`src/rtl/bom_pkg.sv`:
```
package bom_pkg;

  // Default geometry of a bit-oriented message codeword
  localparam int LEAD_ONES_DEF  = 8;
  localparam int CODE_W_DEF     = 6;
  localparam int CNT_W_DEF      = 4;
  localparam int MAX_REPEAT_DEF = 10;

  // Strobes from control to datapath
  typedef struct packed {
    logic runStart;  // begin a new run at count one, remember the code
    logic runStep;   // one more identical repetition
    logic runDrop;   // stream broken: count back to zero
    logic latch;     // detection: capture the code, set the flag
  } bomCtrl_t;

  // Observations from datapath to control
  typedef struct packed {
    logic patMatch;  // accepted bit completes a well-formed codeword
    logic aligned;   // completion lands exactly one word after the last one
    logic sameCode;  // candidate code equals the code of the running run
    logic expired;   // a full word went by without a new codeword
  } bomStat_t;

endpackage

```
`src/rtl/bom_datapath.sv`:
```
module bom_datapath
  import bom_pkg::*;
#(
  parameter int LEAD_ONES  = LEAD_ONES_DEF,
  parameter int CODE_W     = CODE_W_DEF,
  parameter int CNT_W      = CNT_W_DEF,
  parameter int MAX_REPEAT = MAX_REPEAT_DEF
) (
  input  logic              clk,
  input  logic              rstN,
  input  logic              bitIn,
  input  logic              bitValid,
  input  logic              flagClr,
  input  bomCtrl_t          ctrl,
  output bomStat_t          stat,
  output logic [CNT_W-1:0]  runCount,
  output logic [CODE_W-1:0] codeOut,
  output logic              detectFlag
);

  localparam int WORD_W  = LEAD_ONES + CODE_W + 2;
  localparam int SINCE_W = $clog2(WORD_W);
  localparam logic [SINCE_W-1:0] WIN_LAST = SINCE_W'(WORD_W - 1);
  localparam logic [CNT_W-1:0]   CNT_MAX  = CNT_W'(MAX_REPEAT);

  logic [WORD_W-1:0]  shiftReg;
  logic [WORD_W-1:0]  shiftNext;
  logic [CODE_W-1:0]  candCode;
  logic [CODE_W-1:0]  runCode;
  logic [SINCE_W-1:0] sinceMatch;
  logic               leadOk;
  logic               fmtOk;
  logic               windowEnd;

  // Newest bit enters at the LSB, so the oldest bit sits at the MSB
  assign shiftNext = {shiftReg[WORD_W-2:0], bitIn};
  assign candCode  = shiftNext[CODE_W:1];

  // Leading-ones check, one AND term per lead bit
  logic [LEAD_ONES-1:0] leadVec;
  genvar gi;
  generate
    for (gi = 0; gi < LEAD_ONES; gi++) begin : g_lead
      assign leadVec[gi] = shiftNext[WORD_W-1-gi];
    end
  endgenerate
  assign leadOk = &leadVec;

  assign fmtOk = leadOk & ~shiftNext[CODE_W+1] & ~shiftNext[0];

  assign windowEnd     = (sinceMatch == WIN_LAST);
  assign stat.patMatch = bitValid & fmtOk;
  assign stat.aligned  = windowEnd & (runCount != '0);
  assign stat.sameCode = (candCode == runCode);
  assign stat.expired  = bitValid & windowEnd & ~fmtOk;

  // Serial shift register
  always_ff @(posedge clk or negedge rstN) begin
    if (!rstN)         shiftReg <= '0;
    else if (bitValid) shiftReg <= shiftNext;
  end

  // Bits since the last completed codeword, saturating at one word
  always_ff @(posedge clk or negedge rstN) begin
    if (!rstN) begin
      sinceMatch <= '0;
    end else if (bitValid) begin
      if (fmtOk)               sinceMatch <= '0;
      else if (!windowEnd)     sinceMatch <= sinceMatch + SINCE_W'(1);
    end
  end

  // Repetition counter and the code of the running run
  always_ff @(posedge clk or negedge rstN) begin
    if (!rstN) begin
      runCount <= '0;
      runCode  <= '0;
    end else if (ctrl.runStart) begin
      runCount <= CNT_W'(1);
      runCode  <= candCode;
    end else if (ctrl.runStep) begin
      if (runCount != CNT_MAX) runCount <= runCount + CNT_W'(1);
    end else if (ctrl.runDrop) begin
      runCount <= '0;
    end
  end

  // Reported code and sticky flag; detection wins over clear
  always_ff @(posedge clk or negedge rstN) begin
    if (!rstN) begin
      codeOut    <= '0;
      detectFlag <= 1'b0;
    end else begin
      if (ctrl.latch) codeOut <= candCode;
      if (ctrl.latch)   detectFlag <= 1'b1;
      else if (flagClr) detectFlag <= 1'b0;
    end
  end

endmodule

```
`src/rtl/bom_control.sv`:
```
module bom_control
  import bom_pkg::*;
#(
  parameter int CNT_W      = CNT_W_DEF,
  parameter int MAX_REPEAT = MAX_REPEAT_DEF
) (
  input  logic             clk,
  input  logic             rstN,
  input  logic [CNT_W-1:0] repeatSel,
  input  bomStat_t         stat,
  input  logic [CNT_W-1:0] runCount,
  output bomCtrl_t         ctrl
);

  localparam logic [CNT_W-1:0] CNT_MAX = CNT_W'(MAX_REPEAT);

  logic [CNT_W-1:0] target;
  logic             armed;

  // Out-of-range settings fall back to the maximum
  always_comb begin
    if (repeatSel == '0 || repeatSel > CNT_MAX) target = CNT_MAX;
    else                                         target = repeatSel;
  end

  always_comb begin
    ctrl = '0;
    if (stat.patMatch && stat.aligned && stat.sameCode) begin
      ctrl.runStep = 1'b1;
      ctrl.latch   = armed && (runCount >= (target - CNT_W'(1)));
    end else if (stat.patMatch) begin
      ctrl.runStart = 1'b1;
      ctrl.latch    = (target == CNT_W'(1));
    end else if (stat.expired) begin
      ctrl.runDrop = 1'b1;
    end
  end

  // Detection disarms until a new run or a break
  always_ff @(posedge clk or negedge rstN) begin
    if (!rstN)                            armed <= 1'b1;
    else if (ctrl.latch)                  armed <= 1'b0;
    else if (ctrl.runStart || ctrl.runDrop) armed <= 1'b1;
  end

endmodule

```
`src/rtl/bom_detector.sv`:
```
module bom_detector
  import bom_pkg::*;
#(
  parameter int LEAD_ONES  = LEAD_ONES_DEF,
  parameter int CODE_W     = CODE_W_DEF,
  parameter int CNT_W      = CNT_W_DEF,
  parameter int MAX_REPEAT = MAX_REPEAT_DEF
) (
  input  logic              clk,
  input  logic              rstN,
  input  logic              bitIn,
  input  logic              bitValid,
  input  logic [CNT_W-1:0]  repeatSel,
  input  logic              flagClr,
  output logic [CODE_W-1:0] codeOut,
  output logic              detectFlag
);

  bomCtrl_t         ctrlBus;
  bomStat_t         statBus;
  logic [CNT_W-1:0] runCount;

  bom_datapath #(
    .LEAD_ONES (LEAD_ONES),
    .CODE_W    (CODE_W),
    .CNT_W     (CNT_W),
    .MAX_REPEAT(MAX_REPEAT)
  ) u_dp (
    .clk       (clk),
    .rstN      (rstN),
    .bitIn     (bitIn),
    .bitValid  (bitValid),
    .flagClr   (flagClr),
    .ctrl      (ctrlBus),
    .stat      (statBus),
    .runCount  (runCount),
    .codeOut   (codeOut),
    .detectFlag(detectFlag)
  );

  bom_control #(
    .CNT_W     (CNT_W),
    .MAX_REPEAT(MAX_REPEAT)
  ) u_ctl (
    .clk      (clk),
    .rstN     (rstN),
    .repeatSel(repeatSel),
    .stat     (statBus),
    .runCount (runCount),
    .ctrl     (ctrlBus)
  );

endmodule

```
`config.mk`:
```
export PLATFORM = sky130hd
export DESIGN_NAME = bom_detector
export DESIGN_NICKNAME = d
export VERILOG_FILES = /design/src/rtl/bom_pkg.sv /design/src/rtl/bom_datapath.sv /design/src/rtl/bom_control.sv /design/src/rtl/bom_detector.sv
export SDC_FILE = /design/constraint.sdc
export NUM_CORES = 1
export LEC_CHECK = 0
export ABC_CLOCK_PERIOD_IN_PS = 2700
export BUFFER_PORTS_ARGS = -buffer_cell sky130_fd_sc_hd__buf_2
export CELL_PAD_IN_SITES_DETAIL_PLACEMENT = 0
export CELL_PAD_IN_SITES_GLOBAL_PLACEMENT = 1
export CORE_ASPECT_RATIO = 1.4
export CORE_MARGIN = 5
export CORE_UTILIZATION = 47
export DETAILED_ROUTE_END_ITERATION = 10
export PLACE_DENSITY = 0.83
export SLEW_MARGIN = 25
export SYNTH_ARGS = -nofsm -noshare
export SYNTH_HDL_FRONTEND = slang
export SYNTH_SLANG_ARGS = --single-unit
```
`constraint.sdc`:
```
create_clock -name clk -period 2.7 [get_ports clk]
set_clock_uncertainty 0.2 [all_clocks]
set_input_delay 0 -clock clk [delete_from_list [all_inputs] [get_ports clk]]
set_output_delay 0 -clock clk [all_outputs]
set_load 0.02 [all_outputs]
```
Word level (Yosys, flattened, before mapping). Cells that the tools add are included.

Logic and storage cells: 59. Input port bits: 9. Output and inout port bits: 7. Register bits: 37.

Reductions and logical operators: 13. Order comparisons: 2. Add/subtract/negate cells: 3. Bitwise logic cells: 9. Eq/ne operators: 6. Muxes and demuxes: 19.

Operators by type and width (count): 2-to-1 mux 4 bit (7); 2-to-1 mux 1 bit (12); adder 4 x 1 -> 4 bit (second input constant) (2); AND reduction 8 bit (1); AND 1 bit (6); == test 6 bit (1); == test 4 x 1 -> 1 bit (second input constant) (1); == test 4 bit (second input constant) (1); >= comparator 4 bit (1); > comparator 4 bit (second input constant) (1); zero test 4 bit (1); != test 4 bit (second input constant) (1); AND reduction 2 bit (2); nonzero test 2 bit (2); nonzero test 4 bit (1); subtractor 4 x 1 -> 4 bit (second input constant) (1); logical AND 1 bit (3); != test 3 x 1 -> 1 bit (second input constant) (1); inverter 1 bit (3); nonzero test 3 bit (1); logical OR 1 bit (2); != test 2 x 1 -> 1 bit (second input constant) (1).

Longest topological paths before layout. Gate-level depths: netlist of the first run.

Word-level depth: 11. Depth in mapped cells: 10. Mapped depth without buffers: 9.

Modules after synthesis. A second synthesis of the first run with hierarchy kept.

Cell total of the unflattened synthesis: 149. Area, all modules: 1849.3 um^2.

By module, submodules not included: bom_datapath (sequential area each 900.9 um^2, cells each 118, area each 1600.3 um^2, instances 1); bom_control (sequential area each 26.3 um^2, cells each 31, area each 249.0 um^2, instances 1).

Worst setup path after synthesis of the first run. No wires, ideal clock.

Kind: input to register. From: in repeatSel[3]. To: reg u_dp.detectFlag. Arrival time: 1770 ps. Path slack: 609 ps. Path buffers: 1. Stages: 10. Data required time: 2379 ps. Library setup time: 121 ps. Cell sequence: clkbuf_1 xnor2_1 nor3_1 a31oi_1 ha_1 o21ai_0 a21oi_1 o31ai_2 mux2i_1 a22o_1.

Word-level cells in the longest chain between the ends: 8. Elaborated cells on any way between the ends: 12. Those cells by class: add/sub: 1; order compare: 2; eq/ne: 1; mux: 4; reduce/logical: 4.

Ends and longest elaborated chain: start: declaration (line bom_detector.sv:13) `input logic [CNT_W-1:0] repeatSel,`; > comparator 4 bit / zero test 4 bit (equally long branches) (line bom_control.sv:22) `if (repeatSel == '0 || repeatSel > CNT_MAX) target = CNT_MAX;`; logical OR 1 bit (line bom_control.sv:22); 2-to-1 mux 4 bit (*) (line bom_control.sv:22); subtractor 4 x 1 -> 4 bit (line bom_control.sv:30) `ctrl.latch = armed && (runCount >= (target - CNT_W'(1)));`; >= comparator 4 bit (line bom_control.sv:30); logical AND 1 bit (line bom_control.sv:30); 2-to-1 mux 1 bit (*) (line bom_control.sv:28) `if (stat.patMatch && stat.aligned && stat.sameCode) begin`; 2-to-1 mux 1 bit / nonzero test 2 bit (equally long branches); end signal: assignment (line bom_datapath.sv:92) `detectFlag <= 1'b0;`; end signal: assignment (line bom_datapath.sv:95) `if (ctrl.latch) detectFlag <= 1'b1;`; end signal: assignment (line bom_datapath.sv:96) `else if (flagClr) detectFlag <= 1'b0;`; end: declaration (line bom_datapath.sv:18) `output logic detectFlag`.

Mark *: on every way between the ends. The rest lies on a longest branch, timed or not. A chain may end at the register's enable or synchronous reset.

Final worst setup path of the first run.
From: reg u_dp.sinceMatch[0]. To: reg u_dp.runCount[1].

Word-level cells in the longest chain between the ends: 8. Elaborated cells on any way between the ends: 16. Those cells by class: eq/ne: 2; mux: 7; bitwise: 3; reduce/logical: 4.

Ends and longest elaborated chain: start: declaration (line bom_datapath.sv:30) `logic [SINCE_W-1:0] sinceMatch;`; start signal: assignment (line bom_datapath.sv:69) `else if (!windowEnd) sinceMatch <= sinceMatch + SINCE_W'(1);`; == test 4 bit (*) (line bom_datapath.sv:51) `assign windowEnd = (sinceMatch == WIN_LAST);`; AND 1 bit (2 in series) (line bom_datapath.sv:55) `assign stat.expired = bitValid & windowEnd & ~fmtOk;`; 2-to-1 mux 1 bit (line bom_control.sv:34) `end else if (stat.expired) begin`; 2-to-1 mux 1 bit (line bom_control.sv:31) `end else if (stat.patMatch) begin`; 2-to-1 mux 1 bit (line bom_control.sv:28); nonzero test 3 bit (no source line); AND reduction 2 bit (no source line); end signal: assignment (line bom_datapath.sv:82) `if (runCount != CNT_MAX) runCount <= runCount + CNT_W'(1);`; end: declaration (line bom_datapath.sv:16) `output logic [CNT_W-1:0] runCount,`.

Marks and branches as above.

==> metrics.cfg, run 1 <==
[global_route]
antenna_found_initial=0
grt-ovfl-total=0
grt_use_met1=0.1960
grt_max_degree=38
grt_pass1_vias=1633
use_met3=0.03865
grtUsageMet2=0.2502
grt_pass1_wl_um=7417
track_usage=0.1561
grt-busiest-layer=met2

[power]
p_leak_nw=1.073
p_per_area_nw_per_um2=663.1
ir_drop_mv=0.5143
power_w=0.001602

[sta]
max_freq_mhz=443.8
hold_ws_ps=4.821
finalSetupTns_ps=0
rsz0062_at_grt=false
max_slew_margin=0.4667
post-route-period-util=0.8345
fin_crit_ps=2253
hold_violations=0
setup_viol=0
final-max-slew-violation-count=0
worst_pin_slew_ps=799.9

[floorplan]
std_cell_rows=29
top_level_ports=16
die_w_um=67.02
coreArea_um2=4463
initial_core_util=0.4794
die_area_um2=6020
die_h_um=89.83

[setup_path]
cp.required_ps=2700
crit_fanout=14
path_class=flip-flop to flip-flop
start_kind=flip-flop
cp-end-kind=flip-flop
r2r_slack_ps=450
worst_ep_arrival_time_ps=2250

[placed_design]
dpl.cell_count=289
place_congestion=0.8504
hpwl_um=3061
io_buffers=15

[job]
maxCapViolations=0

[detailed_routing]
drt_iter0_drc=96
drc=0
viasPerCell=5.619
wl_per_cell_um=14.31
vias=1680
ant_nets=0
wl_um=4278
first_pass_iters=4

[layout]
layout.cells.non_filler=299
drive_gt1_frac=0.2405
final_common_cell=dfrtp_1
layout_common_cells=dfrtp_1 (36), nand2_1 (28), nand3_1 (16)
nets=254
num_antenna_cells=0
area_delta_synth_final_pct=12.92

[synth]
ys_types=48
synthArstFlopShare=1.000
synth_seq_cells=37
syn-mean-instance-area_um2=10.04
yosysWarnings=0
syn_inst=213
synth_edf_count=0
ys.flop_type=dfrtp_1
yosysSeqAreaShare=0.4333
syn_nets=230
synth_area_um2=2140

[cts]
cts.path.max_buffers=2
ctsHtreeMaxLevel=2
clock_sinks=37
path_clk_slew_ps=70
insertion_delay_ps=280
numCtsBuffers=5
root_buffer=clkbuf_8
tritoncts=done

[status]
status=finished clean

[min_path]
min_path_type=primary input to flip-flop

[sequential cells by signal, indices dropped and copies added (netlist names)]
signal / cells
u_dp.runCount: 4
u_dp.runCode: 6
u_dp.sinceMatch: 4
u_ctl.armed: 1
u_dp.shiftReg: 15
u_dp.detectFlag: 1
u_dp.codeOut: 6
[metrics by stage]
step                  util  area, um2  setup WS (ps)
floorplan                -       2140          608.7
global placement    0.5153       2300          542.5
detailed placement  0.5153       2300          483.3
CTS                 0.5414       2416          466.7
global route        0.5414       2416          303.9
finish              0.5414       2416          446.9
[timing repair]
action / in CTS / in global routing
gates resized for setup: 0 / 0
hold buffers: 3 / 0
endpoints found under the hold margin: 38 / 0
setup buffers: 0 / 0
[where the power goes]
group	internal, W	leakage, nW	switching [W]	total (W)
Combinational	0.000199	0.587	0.000203	0.000402
Sequential	0.000693	0.442	0.000124	0.000817
Clock	0.000202	0.0443	0.000180	0.000382
[worst paths after layout]
kind                               startpoint            endpoint  depth (start not counted)
max reg2reg                u_dp.sinceMatch[0]    u_dp.runCount[1]                          7
min reg2reg                   u_dp.runCode[1]     u_dp.runCode[1]                          2
min                                  bitValid  u_dp.sinceMatch[2]                          3
max                        u_dp.sinceMatch[0]    u_dp.runCount[1]                          7
min in group asynchronous                rstN  u_dp.sinceMatch[2]                          2
max in group asynchronous                rstN     u_dp.runCode[5]                          2
[cell usage after synthesis, drive strengths merged (2+ instances only)]
cell	instances	share of area
xor2	6	0.025
nor3	3	0.0094
nand2	29	0.052
nand4	6	0.018
mux2	15	0.079
a31oi	2	0.0058
nor4	3	0.023
xnor2	2	0.0082
buf	5	0.018
a2bb2oi	2	0.0082
o31a	2	0.0082
inv	8	0.014
o21ai	12	0.028
dfrtp	36	0.42
clkbuf	4	0.0070
nand3	16	0.037
nor2	4	0.0070
a21o	2	0.0070
and3	7	0.021
a221oi	6	0.025
a21oi	12	0.028
and2	2	0.0064
ha	8	0.047
or3	4	0.012
[layout make-up]
| type | count | area, um2 |
|---|---|---|
| well taps | 62 | 77.57 |
| clock buffers | 7 | 86.33 |
| fillers | 427 | 2047 |
| flip-flops and latches | 37 | 927.1 |
| multi-input cells | 159 | 1130 |
| repair buffers | 26 | 165.2 |
| inverters | 8 | 30.03 |
[cells by family after synthesis]
kind of cell / count (synthesis) / share of synthesized area
AOI/OAI and AO/OA: 45 / 0.1480
DFF: 37 / 0.4333
xor gates and xnor gates: 8 / 0.03275
and+or+nand+nor: 82 / 0.2170
adders and majority gates: 8 / 0.04679
buffers and inverters: 17 / 0.03859
muxes: 16 / 0.08362
[worst max-delay path: stages (launching register included)]
cell,delay [ps]
dfrtp_1,390
ha_1,220
nand3_1,220
a2111oi_4,300
buf_4,220
and2_2,310
a31oi_1,120
o21ai_0,200
[layer usage]
metal	routed length, um	share of wire	up-vias
met5	0	0	-
met3	221	0.052	7
li1	-	-	829
met2	2113	0.49	43
met4	89	0.021	0
met1	1854	0.43	801
Power figures use the tool's default switching activity.
==> inputs of run 2 (changes only) <==
Settings changed: ABC_CLOCK_PERIOD_IN_PS 2700 to 2200.
Clock period 2.7 ns to 2.2 ns, I/O delays scaled along.
==> run 2 against run 1 <==
Against the previous run: non-clock buffer count grew 12; routed wire length grew 4.1%; utilization grew 4.1 points; cell area grew 7.7%.
==> metrics.cfg, run 2 (same netlist as run 1, synthesis figures left out) <==
[status]
status=finished clean

[setup_path]
path_class=flip-flop to flip-flop
critPathMaxStageDelay_ps=390
worst_ep_arrival_time_ps=2050
cpMaxStageDelayCell=dfrtp_1
crit_fanout=3
path_delay_family=compound AO/OA/AOI/OAI gates
start_kind=flip-flop
crit_buf_inv=1
cp.required_ps=2170
cp-end-kind=flip-flop
crit_chain=ha_2 > nand3_2 > a2111oi_4 > buf_4 > nand3_1 > o32ai_2 > a2bb2oi_1

[layout]
largest_reg_flops=15
final_common_cell=dfrtp_1
num_antenna_cells=0
top_regs=u_dp.shiftReg (15), u_dp.codeOut (6), u_dp.runCode (6)
area_delta_synth_final_pct=21.58
nets=266
drive_gt1_frac=0.3040
layout.cells.non_filler=312
registers.top_by_ff_count=u_dp.shiftReg
layout_common_cells=dfrtp_1 (36), nand2_1 (28), buf_4 (18)
fin_util=0.5828

[sta]
final-max-slew-violation-count=0
hold_violations=0
max_slew_margin=0.4465
setup_viol=0
max_freq_mhz=480.9
post-route-period-util=0.9453
fin_crit_ps=2080
finalSetupTns_ps=0
worst_pin_slew_ps=830.3

[cts]
path_clk_slew_ps=80
cts.path.max_buffers=2
root_buffer=clkbuf_8
clock_sinks=37
tritoncts=done
ctsHtreeMaxLevel=2
insertion_delay_ps=290
numCtsBuffers=5

[floorplan]
initial_core_util=0.4794
die_h_um=89.83
top_level_ports=16
std_cell_rows=29
die_area_um2=6020
die_w_um=67.02
coreArea_um2=4463

[power]
power_w=0.002263
pwr-share-clk=0.305
comb_power_share=0.259
switching_share=0.2937
power_frac_seq=0.435
intPower_w=0.001598
ir_drop_mv=0.5635
p_per_area_nw_per_um2=869.9
p_leak_nw=1.158
switching_power_w=0.0006647

[global_route]
grt_max_degree=38
grt_pass1_vias=1682
grt-ovfl-total=0
antenna_found_initial=0
track_usage=0.1618
grt_pass1_wl_um=7665

[detailed_routing]
wl_per_cell_um=14.27
viasPerCell=5.490
ant_nets=0
first_pass_iters=4
drt_iter0_drc=78
vias=1713
wl_um=4453
drc=0

[min_path]
min_path_type=primary input to async pin

[job]
maxCapViolations=0

[placed_design]
dpl.cell_count=297
place_congestion=0.8183
hpwl_um=3077
io_buffers=15

## run 2: worst paths after layout
check	start	to	slack [ps]	depth (start not counted)
setup / recovery	u_dp.sinceMatch[1]	u_dp.runCount[0]	120	7
hold / removal	rstN	u_dp.sinceMatch[1]	140	2
setup reg to reg	u_dp.sinceMatch[1]	u_dp.runCount[0]	120	7
hold reg to reg	u_dp.runCode[2]	u_dp.runCode[2]	290	2
max in group asynchronous	rstN	u_dp.shiftReg[13]	1130	2
min in group clk	repeatSel[1]	u_ctl.armed	210	4
## run 2: metrics by stage
step	worst slack (ps)	instance area (um2)	hold WS, ps
after floorplan	108.7	2140	-495.6
after global placement	120.3	2372	-55.48
after detailed placement	104.1	2372	-55.33
after CTS	79.18	2546	164.5
after global routing	-8.691	2601	258.1
final	120.4	2601	142.3
## run 2: what timing repair did
action,in CTS,in global routing
buffers inserted,0,3
endpoints found under the setup margin,0,9
resized for setup,0,7
endpoints found under the hold margin,40,0
hold buffers,4,0
## run 2: area by class of cell
| cell class | instances | area (um2) |
|---|---|---|
| clock inverter | 3 | 65.06 |
| sequential | 37 | 927.1 |
| timing repair buffer | 38 | 270.3 |
| multi-input combinational | 159 | 1162 |
| tap | 62 | 77.57 |
| fill | 415 | 1862 |
| clock buffer | 5 | 68.82 |
| inverter | 8 | 30.03 |
## run 2: power groups by stage
| stage | registers, W | clock network (W) | logic, W |
|---|---|---|---|
| final | 0.000985 | 0.000691 | 0.000587 |
| after global routing | 0.00101 | 0.000735 | 0.000656 |
| after CTS | 0.000985 | 0.000715 | 0.000549 |
| after detailed placement | 0.000999 | 0 | 0.000533 |
| after global placement | 0.000992 | 0 | 0.000526 |
| after floorplan | 0.000969 | 0 | 0.000384 |
## run 2: routing by layer
metal  vias to the layer above  global-route usage  routed length, um
li1                        853                   -                  -
met1                       813              0.1926               1909
met2                        39              0.2748               2277
met3                         8             0.03367                172
met4                         0             0.06599                 95
met5                         -                   0                  0
